$ cat config.mk
export PLATFORM = sky130hd
export DESIGN_NAME = dma_bus_channel
export DESIGN_NICKNAME = d
export VERILOG_FILES = /design/src/rtl/dma_chan_pkg.sv /design/src/rtl/dma_cfg_regs.sv /design/src/rtl/dma_addr_count.sv /design/src/rtl/dma_xfer_fsm.sv /design/src/rtl/dma_bus_channel.sv
export SDC_FILE = /design/constraint.sdc
export NUM_CORES = 1
export LEC_CHECK = 0
export BUFFER_PORTS_ARGS = -buffer_cell sky130_fd_sc_hd__buf_2
export CORE_MARGIN = 2
export CORE_UTILIZATION = 35
export CTS_CLUSTER_DIAMETER = 60
export CTS_CLUSTER_SIZE = 16
export DETAILED_ROUTE_END_ITERATION = 12
export GPL_TIMING_DRIVEN = 0
export PLACE_DENSITY_LB_ADDON = 0.2
export SYNTH_ARGS = -nofsm -noshare
export SYNTH_HDL_FRONTEND = slang
export SYNTH_SLANG_ARGS = --single-unit
export TNS_END_PERCENT = 10
$ cat constraint.sdc
create_clock -name clk -period 7.05 [get_ports clk]
set_input_delay 1.41 -clock clk [delete_from_list [all_inputs] [get_ports clk]]
set_output_delay 1.41 -clock clk [all_outputs]
set_load 0.01 [all_outputs]
$ cat src/rtl/dma_chan_pkg.sv
package dma_chan_pkg;

    typedef enum logic [2:0] {
        ST_IDLE    = 3'd0,
        ST_REQ     = 3'd1,
        ST_SETUP   = 3'd2,
        ST_STROBE  = 3'd3,
        ST_RELEASE = 3'd4
    } dma_state_e;

    // mode word layout, bit 0 first: to_mem, decr, block, autoinit
    typedef struct packed {
        logic autoinit;
        logic block;
        logic decr;
        logic to_mem;
    } dma_mode_t;

    localparam logic [1:0] SEL_ADDR  = 2'd0;
    localparam logic [1:0] SEL_COUNT = 2'd1;
    localparam logic [1:0] SEL_MODE  = 2'd2;

endpackage

$ cat src/rtl/dma_cfg_regs.sv
module dma_cfg_regs
    import dma_chan_pkg::*;
#(
    parameter int ADDR_W = 16,
    parameter int CNT_W  = 16,
    parameter int WR_W   = 16
) (
    input  logic              clk,
    input  logic              rst_n,
    input  logic              cfg_we,
    input  logic [1:0]        cfg_sel,
    input  logic [WR_W-1:0]   cfg_wdata,
    output logic [ADDR_W-1:0] base_addr,
    output logic [CNT_W-1:0]  base_cnt,
    output dma_mode_t         mode,
    output logic              ld_addr,
    output logic              ld_cnt
);

    localparam int MODE_W = $bits(dma_mode_t);

    typedef struct packed {
        logic [ADDR_W-1:0] base_addr;
        logic [CNT_W-1:0]  base_cnt;
        dma_mode_t         mode;
        logic              ld_addr;
        logic              ld_cnt;
    } cfg_t;

    cfg_t q, d;

    always_comb begin
        d         = q;
        d.ld_addr = 1'b0;
        d.ld_cnt  = 1'b0;
        if (cfg_we) begin
            case (cfg_sel)
                SEL_ADDR: begin
                    d.base_addr = cfg_wdata[ADDR_W-1:0];
                    d.ld_addr   = 1'b1;
                end
                SEL_COUNT: begin
                    d.base_cnt = cfg_wdata[CNT_W-1:0];
                    d.ld_cnt   = 1'b1;
                end
                SEL_MODE: begin
                    d.mode = dma_mode_t'(cfg_wdata[MODE_W-1:0]);
                end
                default: begin
                    d = q;
                    d.ld_addr = 1'b0;
                    d.ld_cnt  = 1'b0;
                end
            endcase
        end
    end

    always_ff @(posedge clk) begin
        if (!rst_n) begin
            q <= '0;
        end else begin
            q <= d;
        end
    end

    assign base_addr = q.base_addr;
    assign base_cnt  = q.base_cnt;
    assign mode      = q.mode;
    assign ld_addr   = q.ld_addr;
    assign ld_cnt    = q.ld_cnt;

endmodule

$ cat src/rtl/dma_addr_count.sv
module dma_addr_count #(
    parameter int ADDR_W = 16,
    parameter int CNT_W  = 16
) (
    input  logic              clk,
    input  logic              rst_n,
    input  logic              ld_addr,
    input  logic              ld_cnt,
    input  logic [ADDR_W-1:0] base_addr,
    input  logic [CNT_W-1:0]  base_cnt,
    input  logic              step,
    input  logic              decr,
    input  logic              reload,
    output logic [ADDR_W-1:0] cur_addr,
    output logic              cnt_zero
);

    localparam logic [ADDR_W-1:0] ADDR_ONE = ADDR_W'(1);
    localparam logic [CNT_W-1:0]  CNT_ONE  = CNT_W'(1);

    typedef struct packed {
        logic [ADDR_W-1:0] addr;
        logic [CNT_W-1:0]  cnt;
    } walk_t;

    walk_t q, d;

    always_comb begin
        d = q;
        if (reload) begin
            d.addr = base_addr;
            d.cnt  = base_cnt;
        end else begin
            if (step) begin
                d.addr = decr ? (q.addr - ADDR_ONE) : (q.addr + ADDR_ONE);
                d.cnt  = q.cnt - CNT_ONE;
            end
            if (ld_addr) begin
                d.addr = base_addr;
            end
            if (ld_cnt) begin
                d.cnt = base_cnt;
            end
        end
    end

    always_ff @(posedge clk) begin
        if (!rst_n) begin
            q <= '0;
        end else begin
            q <= d;
        end
    end

    assign cur_addr = q.addr;
    assign cnt_zero = (q.cnt == '0);

endmodule

$ cat src/rtl/dma_xfer_fsm.sv
module dma_xfer_fsm
    import dma_chan_pkg::*;
(
    input  logic      clk,
    input  logic      rst_n,
    input  logic      dreq,
    input  logic      hold_ack,
    input  logic      eop,
    input  dma_mode_t mode,
    input  logic      cnt_zero,
    input  logic      clr_done,
    output logic      hold_req,
    output logic      dack,
    output logic      bus_oe,
    output logic      mem_rd,
    output logic      mem_wr,
    output logic      io_rd,
    output logic      io_wr,
    output logic      tc,
    output logic      done,
    output logic      step,
    output logic      reload
);

    typedef struct packed {
        dma_state_e state;
        logic       eop_seen;
        logic       done;
    } fsm_t;

    fsm_t q, d;
    logic end_svc;
    logic in_xfer;
    logic strobe;

    always_comb begin
        d       = q;
        end_svc = 1'b0;
        case (q.state)
            ST_IDLE: begin
                if (dreq && !q.done) begin
                    d.state = ST_REQ;
                end
            end
            ST_REQ: begin
                if (hold_ack) begin
                    d.state = ST_SETUP;
                end
            end
            ST_SETUP: begin
                d.state    = ST_STROBE;
                d.eop_seen = q.eop_seen | eop;
            end
            ST_STROBE: begin
                d.state    = ST_RELEASE;
                d.eop_seen = q.eop_seen | eop;
            end
            ST_RELEASE: begin
                d.eop_seen = 1'b0;
                end_svc    = cnt_zero | q.eop_seen | eop;
                if (end_svc) begin
                    d.state = ST_IDLE;
                    if (cnt_zero && !mode.autoinit) begin
                        d.done = 1'b1;
                    end
                end else if (!mode.block) begin
                    d.state = ST_IDLE;
                end else if (hold_ack) begin
                    d.state = ST_SETUP;
                end else begin
                    d.state = ST_REQ;
                end
            end
            default: begin
                d.state = ST_IDLE;
            end
        endcase
        if (clr_done) begin
            d.done = 1'b0;
        end
    end

    always_ff @(posedge clk) begin
        if (!rst_n) begin
            q <= '{state: ST_IDLE, eop_seen: 1'b0, done: 1'b0};
        end else begin
            q <= d;
        end
    end

    assign in_xfer  = (q.state == ST_SETUP) || (q.state == ST_STROBE) ||
                      (q.state == ST_RELEASE);
    assign strobe   = (q.state == ST_STROBE);
    assign hold_req = (q.state != ST_IDLE);
    assign dack     = in_xfer;
    assign bus_oe   = in_xfer;
    assign mem_rd   = strobe && !mode.to_mem;
    assign io_wr    = strobe && !mode.to_mem;
    assign io_rd    = strobe && mode.to_mem;
    assign mem_wr   = strobe && mode.to_mem;
    assign tc       = (q.state == ST_RELEASE) && cnt_zero;
    assign step     = (q.state == ST_RELEASE);
    assign reload   = (q.state == ST_RELEASE) && end_svc && mode.autoinit;
    assign done     = q.done;

endmodule

$ cat src/rtl/dma_bus_channel.sv
module dma_bus_channel
    import dma_chan_pkg::*;
#(
    parameter int ADDR_W = 16,
    parameter int CNT_W  = 16,
    parameter int WR_W   = 16
) (
    input  logic              clk,
    input  logic              rst_n,
    input  logic              cfg_we,
    input  logic [1:0]        cfg_sel,
    input  logic [WR_W-1:0]   cfg_wdata,
    output logic              hold_req,
    input  logic              hold_ack,
    input  logic              dreq,
    output logic              dack,
    input  logic              eop,
    output logic              tc,
    output logic              done,
    output logic [ADDR_W-1:0] addr_out,
    output logic              addr_oe,
    output logic              mem_rd,
    output logic              mem_wr,
    output logic              io_rd,
    output logic              io_wr
);

    logic [ADDR_W-1:0] base_addr;
    logic [CNT_W-1:0]  base_cnt;
    dma_mode_t         mode;
    logic              ld_addr;
    logic              ld_cnt;
    logic              step;
    logic              reload;
    logic              cnt_zero;
    logic              mode_block;

    dma_cfg_regs #(
        .ADDR_W (ADDR_W),
        .CNT_W  (CNT_W),
        .WR_W   (WR_W)
    ) u_cfg (
        .clk       (clk),
        .rst_n     (rst_n),
        .cfg_we    (cfg_we),
        .cfg_sel   (cfg_sel),
        .cfg_wdata (cfg_wdata),
        .base_addr (base_addr),
        .base_cnt  (base_cnt),
        .mode      (mode),
        .ld_addr   (ld_addr),
        .ld_cnt    (ld_cnt)
    );

    dma_addr_count #(
        .ADDR_W (ADDR_W),
        .CNT_W  (CNT_W)
    ) u_walk (
        .clk       (clk),
        .rst_n     (rst_n),
        .ld_addr   (ld_addr),
        .ld_cnt    (ld_cnt),
        .base_addr (base_addr),
        .base_cnt  (base_cnt),
        .step      (step),
        .decr      (mode.decr),
        .reload    (reload),
        .cur_addr  (addr_out),
        .cnt_zero  (cnt_zero)
    );

    dma_xfer_fsm u_fsm (
        .clk      (clk),
        .rst_n    (rst_n),
        .dreq     (dreq),
        .hold_ack (hold_ack),
        .eop      (eop),
        .mode     (mode),
        .cnt_zero (cnt_zero),
        .clr_done (ld_cnt),
        .hold_req (hold_req),
        .dack     (dack),
        .bus_oe   (addr_oe),
        .mem_rd   (mem_rd),
        .mem_wr   (mem_wr),
        .io_rd    (io_rd),
        .io_wr    (io_wr),
        .tc       (tc),
        .done     (done),
        .step     (step),
        .reload   (reload)
    );

    assign mode_block = mode.block;

endmodule

==> flow_summary.ini <==
[outcome]
status = completed

[power]
clkPwrFrac_pct = 45.6
p_int_w = 0.000759
p_total_w = 0.00102
ir_drop_uv = 99.3
switchingPower_w = 0.000265
switching_share_pct = 25.9
power_density_nw_per_um2 = 215
p_seq_share_pct = 44.0
combPwrFrac_pct = 10.3
leakagePower_nw = 2.04

[final_layout]
num_antenna_cells = 0
fillerInstances = 1191
drive_above_1_share_pct = 17.2
fin_area_sq_um = 4770
syn_to_final_growth_pct = 17.8
nets = 609

[logic_synthesis]
synth-warning-count = 0
synthDistinctLibCells = 61
async_reset_ff_share_pct = 0
synth_ff_type = dfxtp_1
synthesis.area_sq_um = 4050
ys_seq_elements = 75
ys_seq_area_share_pct = 37.1
synth_nets = 550
synth_cells = 510
synth_edf_count = 0
avgSynthCellArea_sq_um = 7.94

[critical_path]
cp-end-kind = output port
critPathKind = reg2out
cp_max_fo = 10
worstPathRequired_ns = 5.64
start_kind = register
cp.arrival_ns = 2.53

[routing]
routed_wl_microns = 10900
highest_layer = met4
drt_iter0_markers = 131
drcViolationCount = 0
route.met3.wl_microns = 673
drt-met1-wl_microns = 5440
postRouteAntennaNets = 0
wl_met2_microns = 4700
vias_per_cell = 5.19
vias = 3718
dr.pass1.iters = 5
wl_per_cell_microns = 15.2

[placed_design]
place_congestion = 0.803
dp_hpwl_microns = 8370
numPortBuffers = 48
placed_cell_area_sq_um = 4470

[sta]
slew_headroom_pct = 49.0
timing.final.max_slew_violations = 0
setup_tns_ns = 0
skew_ns = 0.0105
rsz0062_at_grt = no
worstMarginPinSlew_ns = 0.764
period_minus_slack_ns = 3.94
max_freq_mhz = 254
finalSetupViolations = 0
final_hold_viol_count = 0
fin_crit_sh_pct = 56.0

[grt]
first_global_vias = 3479
grtUsageTotal_pct = 17.8
grt_antenna_before_repair = 0
grt_max_degree = 19
grt_pass1_wl_microns = 17700
grt-ovfl-total = 0

[clock_tree]
clk_latency_ns = 0.34
cts_setup_buffers = 0
cts_tree = built
cts_buffer_depth = 2
cts_resized = 0
clkTransAtPathRegs_ns = 0.06
root_buffer = clkbuf_16
cts_sinks = 75
hold_buffers = 0
numCtsBuffers = 9
h-tree-depth = 3

[run]
cap_violations = 0

[floorplan]
dieHeight_microns = 112
die_area_sq_um = 12400
die_w_microns = 112
num_io_pins = 49
start_util_pct = 35.6
rows = 39
fp.coreArea_sq_um = 11400

[worst_hold_path]
hp-class = reg2reg
## metal layers
layer,GRT usage (%),up-vias
li1,-,1900
met1,25.9,1736
met2,25.9,77
met3,3.59,5
met4,7.00,0
met5,0,-
## synthesized netlist by cell type (all sizes together), types with 3 or more instances
cell	number	share of area, %
nand2	101	9.4
dfxtp	75	37
a21oi	49	6.1
nor2	47	4.4
buf	26	4.5
clkbuf	23	2.1
o21ai	21	2.6
a211oi	15	3.0
ha	15	4.6
a31oi	14	2.2
xnor2	14	3.0
inv	10	0.93
xor2	10	2.2
nor3	8	1.1
a21o	7	1.3
a311oi	7	1.7
nand3	7	0.86
mux2i	6	1.5
nand4	4	0.62
nor2b	4	0.62
nor4	4	0.62
nor3b	3	0.56
o21a	3	0.56
o31a	3	0.65
or4	3	0.65
## cells by family after synthesis
family	synth area share, %
compound gates	21.4
xor+xnor	5.19
simple gates	21.9
buf+inv	7.57
flops	37.1
fa+ha+maj	5.13
mux	1.76
## metrics by stage
step | setup WS, ns | util [%] | instances | hold WS, ns
after floorplan | 4.01 | - | 510 | 0.401
after global placement | 3.43 | 39.3 | 701 | 0.431
after detailed placement | 3.42 | 39.3 | 701 | 0.446
after CTS | 3.04 | 42.0 | 717 | 0.453
after global routing | 2.91 | 42.0 | 717 | 0.468
final | 3.11 | 42.0 | 717 | 0.452
## sequential cells by signal, summed over array words and instances (netlist names)
signal / cells
u_cfg.mode: 4
u_cfg.ld_addr: 1
u_cfg.base_cnt: 16
u_cfg.base_addr: 16
u_fsm.q: 4
u_walk.q: 16
u_walk.cur_addr: 16
u_cfg.ld_cnt: 1
u_fsm.done: 1
## power by group through the flow
stage | Clock (W) | Combinational, W | Sequential (W)
final | 0.000467 | 0.000106 | 0.000451
after global routing | 0.000495 | 0.000118 | 0.000453
after CTS | 0.000476 | 0.000106 | 0.000451
after detailed placement | 0 | 0.000105 | 0.000460
after global placement | 0 | 0.000104 | 0.000460
after floorplan | 0 | 0.0000718 | 0.000457
## layout by cell type, fill, tap and decap left out, types with 2 or more instances in the layout
cell       instances
clkinv_4           2
clkbuf_1          24
nand3b_1           2
inv_6              2
a31oi_1           14
nor2_1            47
mux2i_1            6
xnor2_1           14
xor2_1            10
dfxtp_1           75
inv_1              9
o21a_1             3
nand4_1            4
buf_2             50
a21o_1             7
nand4b_1           2
buf_4             20
o31a_1             3
or4_1              2
nor2b_1            4
nor4_1             4
nand3_1            7
nand2_1          100
o31ai_1            2
nor3b_1            3
a311oi_1           6
a211oi_2           2
buf_1              3
nor3_1             7
a211oi_1          13
o211ai_1           2
clkbuf_16          9
o21ai_0           21
a21oi_1           49
ha_1              15
## cell type report
| class | count | area, sq um | area share, % |
|---|---|---|---|
| Buffer | 49 | 269 | 5.64 |
| Clock buffer | 10 | 229 | 4.80 |
| Clock inverter | 6 | 72.6 | 1.52 |
| Inverter | 10 | 37.5 | 0.787 |
| Multi-Input combinational cell | 376 | 2240 | 47.0 |
| Sequential cell | 75 | 1500 | 31.5 |
| Tap cell | 143 | 179 | 3.75 |
| Timing Repair Buffer | 48 | 240 | 5.04 |
## worst max-delay path: stages (launching register included)
cell and delay (ns):
dfxtp_1 0.30, buf_2 0.18, or3b_1 0.24, clkbuf_1 0.42
clkbuf_1 0.53, o21ai_0 0.22, buf_4 0.18, buf_2 0.13
## path summary, 6_finish.rpt
path / startpoint / endpoint / slack (ns) / depth (start not counted)
hold / removal: u_cfg.base_addr[7] / u_cfg.base_addr[7] / 0.45 / 2
hold reg to reg: u_cfg.base_addr[7] / u_cfg.base_addr[7] / 0.45 / 2
setup / recovery: u_fsm.q[3] / dack / 3.11 / 7
setup reg to reg: u_cfg.mode[1] / u_walk.cur_addr[15] / 4.13 / 7
Note: power is estimated with default switching activity, not from simulation.
